File: src/rtl/dma_irq_pkg.sv
package dma_irq_pkg;

  // Flag slots inside the internal flag vector
  localparam int FL_TX   = 0;
  localparam int FL_RX   = 1;
  localparam int FL_BUS  = 2;
  localparam int FL_DESC = 3;
  localparam int FL_CARD = 4;
  localparam int NUM_FLAGS = 5;

  // Bit positions inside the status word (software depends on these)
  localparam int POS_NORM_SUM = 8;
  localparam int POS_ABN_SUM  = 9;
  localparam int POS_CODE_LSB = 10;
  localparam int POS_STATE_LSB = 13;

  // Number of enable bits (one per interrupt-capable source)
  localparam int NUM_EN = 4;

  // Status word position of a flag slot
  function automatic int flag_pos(input int slot);
    case (slot)
      FL_TX:   return 0;
      FL_RX:   return 1;
      FL_BUS:  return 2;
      FL_DESC: return 4;
      default: return 5;
    endcase
  endfunction

  // Sticky update with set priority over clear
  function automatic logic sticky_next(input logic cur, input logic set_ev,
                                       input logic clr_req);
    return set_ev | (cur & ~clr_req);
  endfunction

  // True when a flag goes from clear to set
  function automatic logic rise_of(input logic cur, input logic nxt);
    return nxt & ~cur;
  endfunction

endpackage

File: src/rtl/irq_flag_bank.sv
module irq_flag_bank
  import dma_irq_pkg::*;
#(
  parameter int N = NUM_FLAGS
) (
  input  logic         clk,
  input  logic         rst_n,
  input  logic [N-1:0] set_ev,
  input  logic [N-1:0] clr_req,
  output logic [N-1:0] flag_q,
  output logic [N-1:0] flag_d
);

  for (genvar g = 0; g < N; g++) begin : g_flag
    assign flag_d[g] = sticky_next(flag_q[g], set_ev[g], clr_req[g]);

    always_ff @(posedge clk) begin
      if (!rst_n) flag_q[g] <= 1'b0;
      else        flag_q[g] <= flag_d[g];
    end


    set_wins_chk: assert property (@(posedge clk) disable iff (!rst_n)
      set_ev[g] |=> flag_q[g]);


    w1c_clears_chk: assert property (@(posedge clk) disable iff (!rst_n)
      (clr_req[g] && !set_ev[g]) |=> !flag_q[g]);
  end

endmodule

File: src/rtl/irq_summary.sv
module irq_summary
  import dma_irq_pkg::*;
#(
  parameter int NSRC = 2
) (
  input  logic            clk,
  input  logic            rst_n,
  input  logic [NSRC-1:0] src_d,
  input  logic [NSRC-1:0] src_en,
  input  logic            clr_req,
  output logic            sum_q,
  output logic            sum_set
);

  logic [NSRC-1:0] gated;
  assign gated   = src_d & src_en;
  assign sum_set = |gated;

  always_ff @(posedge clk) begin
    if (!rst_n) sum_q <= 1'b0;
    else        sum_q <= sticky_next(sum_q, sum_set, clr_req);
  end


  sum_sticky_chk: assert property (@(posedge clk) disable iff (!rst_n)
    (sum_q && !clr_req) |=> sum_q);


  sum_raise_chk: assert property (@(posedge clk) disable iff (!rst_n)
    sum_set |=> sum_q);

endmodule

File: src/rtl/fault_code_latch.sv
module fault_code_latch
  import dma_irq_pkg::*;
#(
  parameter int CODE_W = 3
) (
  input  logic              clk,
  input  logic              rst_n,
  input  logic              fault_q,
  input  logic              fault_d,
  input  logic [CODE_W-1:0] code_in,
  output logic [CODE_W-1:0] code_q,
  output logic              capture
);

  assign capture = rise_of(fault_q, fault_d);

  always_ff @(posedge clk) begin
    if (!rst_n)        code_q <= '0;
    else if (capture)  code_q <= code_in;
    else if (!fault_d) code_q <= '0;
  end


  code_hold_chk: assert property (@(posedge clk) disable iff (!rst_n)
    (fault_q && fault_d) |=> $stable(code_q));


  code_clear_chk: assert property (@(posedge clk) disable iff (!rst_n)
    !fault_q |-> (code_q == '0));

endmodule

File: src/rtl/dma_irq_status.sv
module dma_irq_status
  import dma_irq_pkg::*;
#(
  parameter int DATA_W       = 32,
  parameter int STATE_W      = 4,
  parameter int CODE_W       = 3,
  parameter int NUM_CARD_ERR = 7
) (
  input  logic                    clk,
  input  logic                    rst_n,
  input  logic                    ev_tx_done,
  input  logic                    ev_rx_done,
  input  logic                    ev_bus_fault,
  input  logic [CODE_W-1:0]       bus_fault_code,
  input  logic                    ev_desc_empty,
  input  logic [NUM_CARD_ERR-1:0] card_err,
  input  logic [STATE_W-1:0]      eng_state,
  input  logic                    reg_wr,
  input  logic                    reg_sel,
  input  logic [DATA_W-1:0]       reg_wdata,
  output logic [DATA_W-1:0]       reg_rdata,
  output logic                    irq
);

  localparam int STATE_MSB = POS_STATE_LSB + STATE_W - 1;

  logic stat_wr, en_wr;
  assign stat_wr = reg_wr & ~reg_sel;
  assign en_wr   = reg_wr &  reg_sel;

  // Event and clear vectors, one slot per flag
  logic [NUM_FLAGS-1:0] ev_vec, clr_vec, flag_q, flag_d;
  assign ev_vec[FL_TX]   = ev_tx_done;
  assign ev_vec[FL_RX]   = ev_rx_done;
  assign ev_vec[FL_BUS]  = ev_bus_fault;
  assign ev_vec[FL_DESC] = ev_desc_empty;
  assign ev_vec[FL_CARD] = |card_err;

  for (genvar g = 0; g < NUM_FLAGS; g++) begin : g_clr
    assign clr_vec[g] = stat_wr & reg_wdata[flag_pos(g)];
  end

  irq_flag_bank #(.N(NUM_FLAGS)) u_flags (
    .clk     (clk),
    .rst_n   (rst_n),
    .set_ev  (ev_vec),
    .clr_req (clr_vec),
    .flag_q  (flag_q),
    .flag_d  (flag_d)
  );

  // Source enable register: slots TX, RX, BUS, DESC
  logic [NUM_EN-1:0] en_q;
  always_ff @(posedge clk) begin
    if (!rst_n) en_q <= '0;
    else if (en_wr) begin
      for (int i = 0; i < NUM_EN; i++) en_q[i] <= reg_wdata[flag_pos(i)];
    end
  end

  logic norm_q, abn_q, norm_set, abn_set;

  irq_summary #(.NSRC(2)) u_norm (
    .clk     (clk),
    .rst_n   (rst_n),
    .src_d   ({flag_d[FL_RX], flag_d[FL_TX]}),
    .src_en  ({en_q[FL_RX], en_q[FL_TX]}),
    .clr_req (stat_wr & reg_wdata[POS_NORM_SUM]),
    .sum_q   (norm_q),
    .sum_set (norm_set)
  );

  irq_summary #(.NSRC(2)) u_abn (
    .clk     (clk),
    .rst_n   (rst_n),
    .src_d   ({flag_d[FL_DESC], flag_d[FL_BUS]}),
    .src_en  ({en_q[FL_DESC], en_q[FL_BUS]}),
    .clr_req (stat_wr & reg_wdata[POS_ABN_SUM]),
    .sum_q   (abn_q),
    .sum_set (abn_set)
  );

  logic [CODE_W-1:0] code_q;
  logic              code_capture;

  fault_code_latch #(.CODE_W(CODE_W)) u_code (
    .clk     (clk),
    .rst_n   (rst_n),
    .fault_q (flag_q[FL_BUS]),
    .fault_d (flag_d[FL_BUS]),
    .code_in (bus_fault_code),
    .code_q  (code_q),
    .capture (code_capture)
  );

  // Read words
  logic [DATA_W-1:0] stat_word, en_word;
  always_comb begin
    stat_word = '0;
    for (int i = 0; i < NUM_FLAGS; i++) stat_word[flag_pos(i)] = flag_q[i];
    stat_word[POS_NORM_SUM] = norm_q;
    stat_word[POS_ABN_SUM]  = abn_q;
    stat_word[POS_CODE_LSB +: CODE_W] = code_q;
    stat_word[STATE_MSB -: STATE_W]   = eng_state;
  end

  always_comb begin
    en_word = '0;
    for (int i = 0; i < NUM_EN; i++) en_word[flag_pos(i)] = en_q[i];
  end

  assign reg_rdata = reg_sel ? en_word : stat_word;
  assign irq       = norm_q | abn_q;


  irq_rise_chk: assert property (@(posedge clk) disable iff (!rst_n)
    (norm_set || abn_set) |=> irq);


  code_no_irq_chk: assert property (@(posedge clk) disable iff (!rst_n)
    (code_capture && !abn_set && !norm_set && !irq) |=> (irq == $past(norm_q | abn_q)));

endmodule

File: config.mk
export PLATFORM = sky130hd
export DESIGN_NAME = dma_irq_status
export DESIGN_NICKNAME = d
export VERILOG_FILES = /design/src/rtl/dma_irq_pkg.sv /design/src/rtl/irq_flag_bank.sv /design/src/rtl/irq_summary.sv /design/src/rtl/fault_code_latch.sv /design/src/rtl/dma_irq_status.sv
export SDC_FILE = /design/constraint.sdc
export NUM_CORES = 1
export LEC_CHECK = 0
export BUFFER_PORTS_ARGS = -buffer_cell sky130_fd_sc_hd__buf_2
export CAP_MARGIN = 20
export CORE_ASPECT_RATIO = 1.2
export CORE_MARGIN = 2
export CORE_UTILIZATION = 30
export CTS_CLUSTER_SIZE = 20
export DETAILED_ROUTE_END_ITERATION = 8
export GPL_TIMING_DRIVEN = 0
export HOLD_SLACK_MARGIN = 0.08
export PLACE_DENSITY = 0.71
export SYNTH_ARGS = -nofsm -noshare
export SYNTH_HDL_FRONTEND = slang
export SYNTH_SLANG_ARGS = --single-unit
File: constraint.sdc
create_clock -name clk -period 1.6 [get_ports clk]
set_clock_uncertainty 0.05 [all_clocks]
set_input_delay 0.32 -clock clk [delete_from_list [all_inputs] [get_ports clk]]
set_output_delay 0.32 -clock clk [all_outputs]
set_load 0.1 [all_outputs]
* After elaboration in Yosys (flattened, before gate mapping)
Cells that the tools add are included.
Cells by class: order comparisons 4, equality and inequality tests 1, mux-type cells 23, bitwise logic cells 36, reduce and logical (&&, ||, !) cells 3
Operator list (count):
- 32-bit two-way mux | 8
- 32-bit by 7-bit < comparator with 1-bit output (second input constant) | 4
- 1-bit binary-select mux with 5-bit select | 4
- 1-bit AND | 17
- 17-bit two-way mux | 1
- 1-bit NOT | 9
- 1-bit two-way mux | 8
- 1-bit bitwise OR | 8
- 7-bit OR reduction | 1
- 3-bit two-way mux | 2
- 2-bit AND | 2
- 2-bit OR reduction | 2
- 2-bit inequality test (second input constant) | 1
Storage, ports and cells: flip-flop bits (word level) 14, input port bits 54, output and inout bits 33

* Longest topological paths before layout
depth after elaboration 9, depth in mapped cells 4, depth with buffers taken out 3

* By module
A second synthesis with hierarchy kept.
Unflattened totals: cells, all modules 104, area total of the unflattened synthesis 960.9 um^2
By module, submodules not included:
- dma_irq_status | times used 1, cells each 65, area an instance 524.3 um^2, seq. area each 80.1 um^2
- irq_flag_bank | times used 1, cells each 20, area an instance 237.7 um^2, seq. area each 100.1 um^2
- fault_code_latch | times used 1, cells each 11, area an instance 113.9 um^2, seq. area each 60.1 um^2
- irq_summary | times used 2, cells each 4, area an instance 42.5 um^2, seq. area each 20.0 um^2

* Worst setup path after synthesis
OpenSTA, ideal clock, no wires.
path type in2out, from input reg_sel, to output reg_rdata[10], arrival 2.030 ns, required time 1.230 ns, setup slack -0.800 ns, cell stages on the path 3, buffers on the path 2, path through buf_2 > clkbuf_1 > nor2b_1
Between the ends: word-level cells in the longest chain between the ends 1
Ends and longest elaborated chain:
- from (decl) | RTL line dma_irq_status.sv:19 | input logic reg_sel,
- 17-bit two-way mux | RTL line dma_irq_status.sv:112 | assign reg_rdata = reg_sel ? en_word : stat_word;
- to (decl) | RTL line dma_irq_status.sv:21 | output logic [DATA_W-1:0] reg_rdata,
Every way passes these cells.

* Worst setup path after layout
from register u_abn.sum_q, to output irq
Between the ends: word-level cells in the longest chain between the ends 1
Ends and longest elaborated chain:
- from (decl) | RTL line irq_summary.sv:11 | output logic sum_q,
- from (signal assigned) | RTL line irq_summary.sv:21 | else sum_q <= sticky_next(sum_q, sum_set, clr_req);
- 1-bit bitwise OR | RTL line dma_irq_status.sv:113 | assign irq = norm_q | abn_q;
- to (decl) | RTL line dma_irq_status.sv:22 | output logic irq
Every way passes these cells.

==> results_dict.tcl <==
set metrics [dict create \
    status "finished, final reports clean" \
    synth_area_leaders "dfxtp_1 34%, buf_4 16%, nor2b_1 11%" \
    crit_end "irq" \
    synth_top_area_cell "dfxtp_1" \
    yosysSeqAreaShare 0.338 \
    multiInputGateArea_sq_um 529 \
    post-place-ws_ns -0.166 \
    crit_type "flip-flop to output port" \
    cts_buffer_depth 2 \
    postSynthCellCount 94 \
    vias 837 \
    crit_path_start "u_abn.sum_q" \
    antenna_found_initial 0 \
    placement_rows 20 \
    initial_core_util 0.322 \
    cp-start-kind "flip-flop" \
    postCtsSetupBuffers 0 \
    fill_cells 261 \
    min_period_over_period 0.957 \
    wl_per_cell_um 11.7 \
    portBuffers 43 \
    synthDistinctLibCells 24 \
    syn_to_final_growth_pct 62.1 \
    antenna_left 0 \
    syn-cell-area_sq_um 830 \
    min_from "reg_wdata[1]" \
    fin_total_pwr_mw 1.21 \
    cp_data_required_time_ns 1.23 \
    cp.arrival_ns 1.16 \
    vdd_drop_max_v 0.000512 \
    rr_worst_depth 3 \
    grt_pass1_wl_mm 3.43 \
    ys_warn_count 0 \
    grt_max_degree 13 \
    nets 212 \
    max_freq_mhz 653 \
    gp_congestion 0.654 \
    ys_ff_latch 14 \
    regArea_sq_um 280 \
    reg2reg_slack_ns 0.43 \
    syn_avg_cell_area_sq_um 8.82 \
    power.density_nw_per_um2 900 \
    maxSlewViolCount 0 \
    path_max_fanout 3 \
    cts_max_level 1 \
    antenna_cells 0 \
    clock_sinks 14 \
    die_area_sq_um 3200 \
    clkLatencyLatePin_ns 0.27 \
    setup_ws_ns 0.0695 \
    reg2reg_to "u_norm.sum_q" \
    grt_pass1_vias 782 \
    max-cap-violations 0 \
    die-height_um 61.6 \
    hold_violations 0 \
    rr_startpoint "u_flags.flag_q[0]" \
    final_common_cell "buf_2" \
    grt-ovfl-total 0 \
    setup_viol 0 \
    drt_iter0_drc 20 \
    grt_use_total 0.144 \
    cts_buffers 3 \
    drive_above_1_share 0.535 \
    min_period_ns 1.53 \
    synth_top_area_frac 0.338 \
    drc 0 \
    dpl.hpwl_mm 1.71 \
    cts_tree "yes" \
    drtPass1Iterations 4 \
    core_area_sq_um 2580 \
    wirelength_mm 2.23 \
    end_kind "output port" \
    top_level_ports 87 \
    final_cell_mix "28 x buf_2, 22 x buf_4, 18 x conb_1" \
    fp.dieW_um 52.0 \
    cts-root-buf "clkbuf_4" \
    rsz0062_at_grt "no" \
    leakagePower_nw 0.668 \
    hold_class "input port to flip-flop" \
    via_per_inst 4.41 \
    clk_pin_slew_ns 0.09 \
]
==> cells in the mapped netlist (all sizes together) <==
| cell type | instances |
|---|---|
| buf | 19 |
| dfxtp | 14 |
| nor2b | 14 |
| nand2 | 8 |
| a21boi | 5 |
| mux2 | 4 |
| nand3 | 4 |
| a31oi | 3 |
| a32oi | 3 |
| inv | 3 |
| o21ai | 3 |
| a21oi | 2 |
| a221o | 2 |
| clkbuf | 2 |
| and2b | 1 |
| conb | 1 |
| nand4bb | 1 |
| nor3 | 1 |
| nor4 | 1 |
| o211a | 1 |
| o21a | 1 |
| or2 | 1 |
==> metrics by stage <==
| step | TNS, ns | util | hold slack, ns | instances | cell area, sq um |
|---|---|---|---|---|---|
| after floorplan | 0 | - | 0.383 | 111 | 978 |
| after detailed placement | -1.86 | 0.479 | 0.432 | 187 | 1230 |
| final | 0 | 0.522 | 0.218 | 190 | 1350 |
| after global placement | -1.71 | 0.479 | 0.414 | 187 | 1230 |
| after global routing | 0 | 0.522 | 0.218 | 190 | 1350 |
| after CTS | 0 | 0.519 | 0.210 | 190 | 1340 |
==> worst min-delay path by stage <==
| stage | cells past startpoint | slack (ns) | end |
|---|---|---|---|
| detailed placement | 2 | 0.43 | en_q[3] |
| finish | 2 | 0.22 | u_flags.flag_q[1] |
| CTS | 2 | 0.21 | u_flags.flag_q[1] |
| floorplan | 1 | 0.38 | u_flags.flag_q[0] |
| global route | 2 | 0.22 | u_flags.flag_q[1] |
| global placement | 2 | 0.41 | en_q[0] |
==> critical path, stage by stage (launching register included) <==
cell     delay, ns
dfxtp_1       0.34
or2_2         0.31
buf_4         0.24
==> layout make-up <==
type                       instances  area share
multi-input combinational         73       0.393
sequential                        14       0.208
clock buffer                       4      0.0270
tap                               33      0.0307
inverter                           3     0.00837
buffer                            20       0.113
timing repair buffer              43       0.219
==> sequential cells by signal (all words and copies together), names as in the netlist <==
signal          count
u_abn.sum_q         1
u_norm.sum_q        1
en_q                4
u_code.code_q       3
u_flags.flag_q      5
==> what timing repair did <==
| action | 4_1_cts | 5_1_grt |
|---|---|---|
| hold buffers | 0 | 0 |
| gates resized for setup | 24 | 3 |
| endpoints found under the setup margin | 14 | 2 |
==> power by group <==
group / total, mW / internal [mW] / switching, mW
combinational: 0.575 / 0.145 / 0.430
sequential: 0.384 / 0.369 / 0.0146
clock: 0.252 / 0.138 / 0.114
==> cell families (layout without fill, tap and decap cells) <==
family	count (synthesis)	after routing	share of synthesized area
AOI/OAI and AO/OA	20	20	0.193
DFF	14	14	0.338
other	1	18	0.00452
and+or+nand+nor	31	31	0.219
buffers and inverters	24	70	0.192
muxes	4	4	0.0543
==> layer usage <==
| metal | up-vias | wire (um) | global-route usage |
|---|---|---|---|
| met5 | - | 0 | 0 |
| met4 | 0 | 11 | 0.0451 |
| met3 | 2 | 252 | 0.0291 |
| met2 | 59 | 1110 | 0.278 |
| met1 | 362 | 853 | 0.157 |
| li1 | 414 | - | - |
Power figures use the tool's default switching activity.
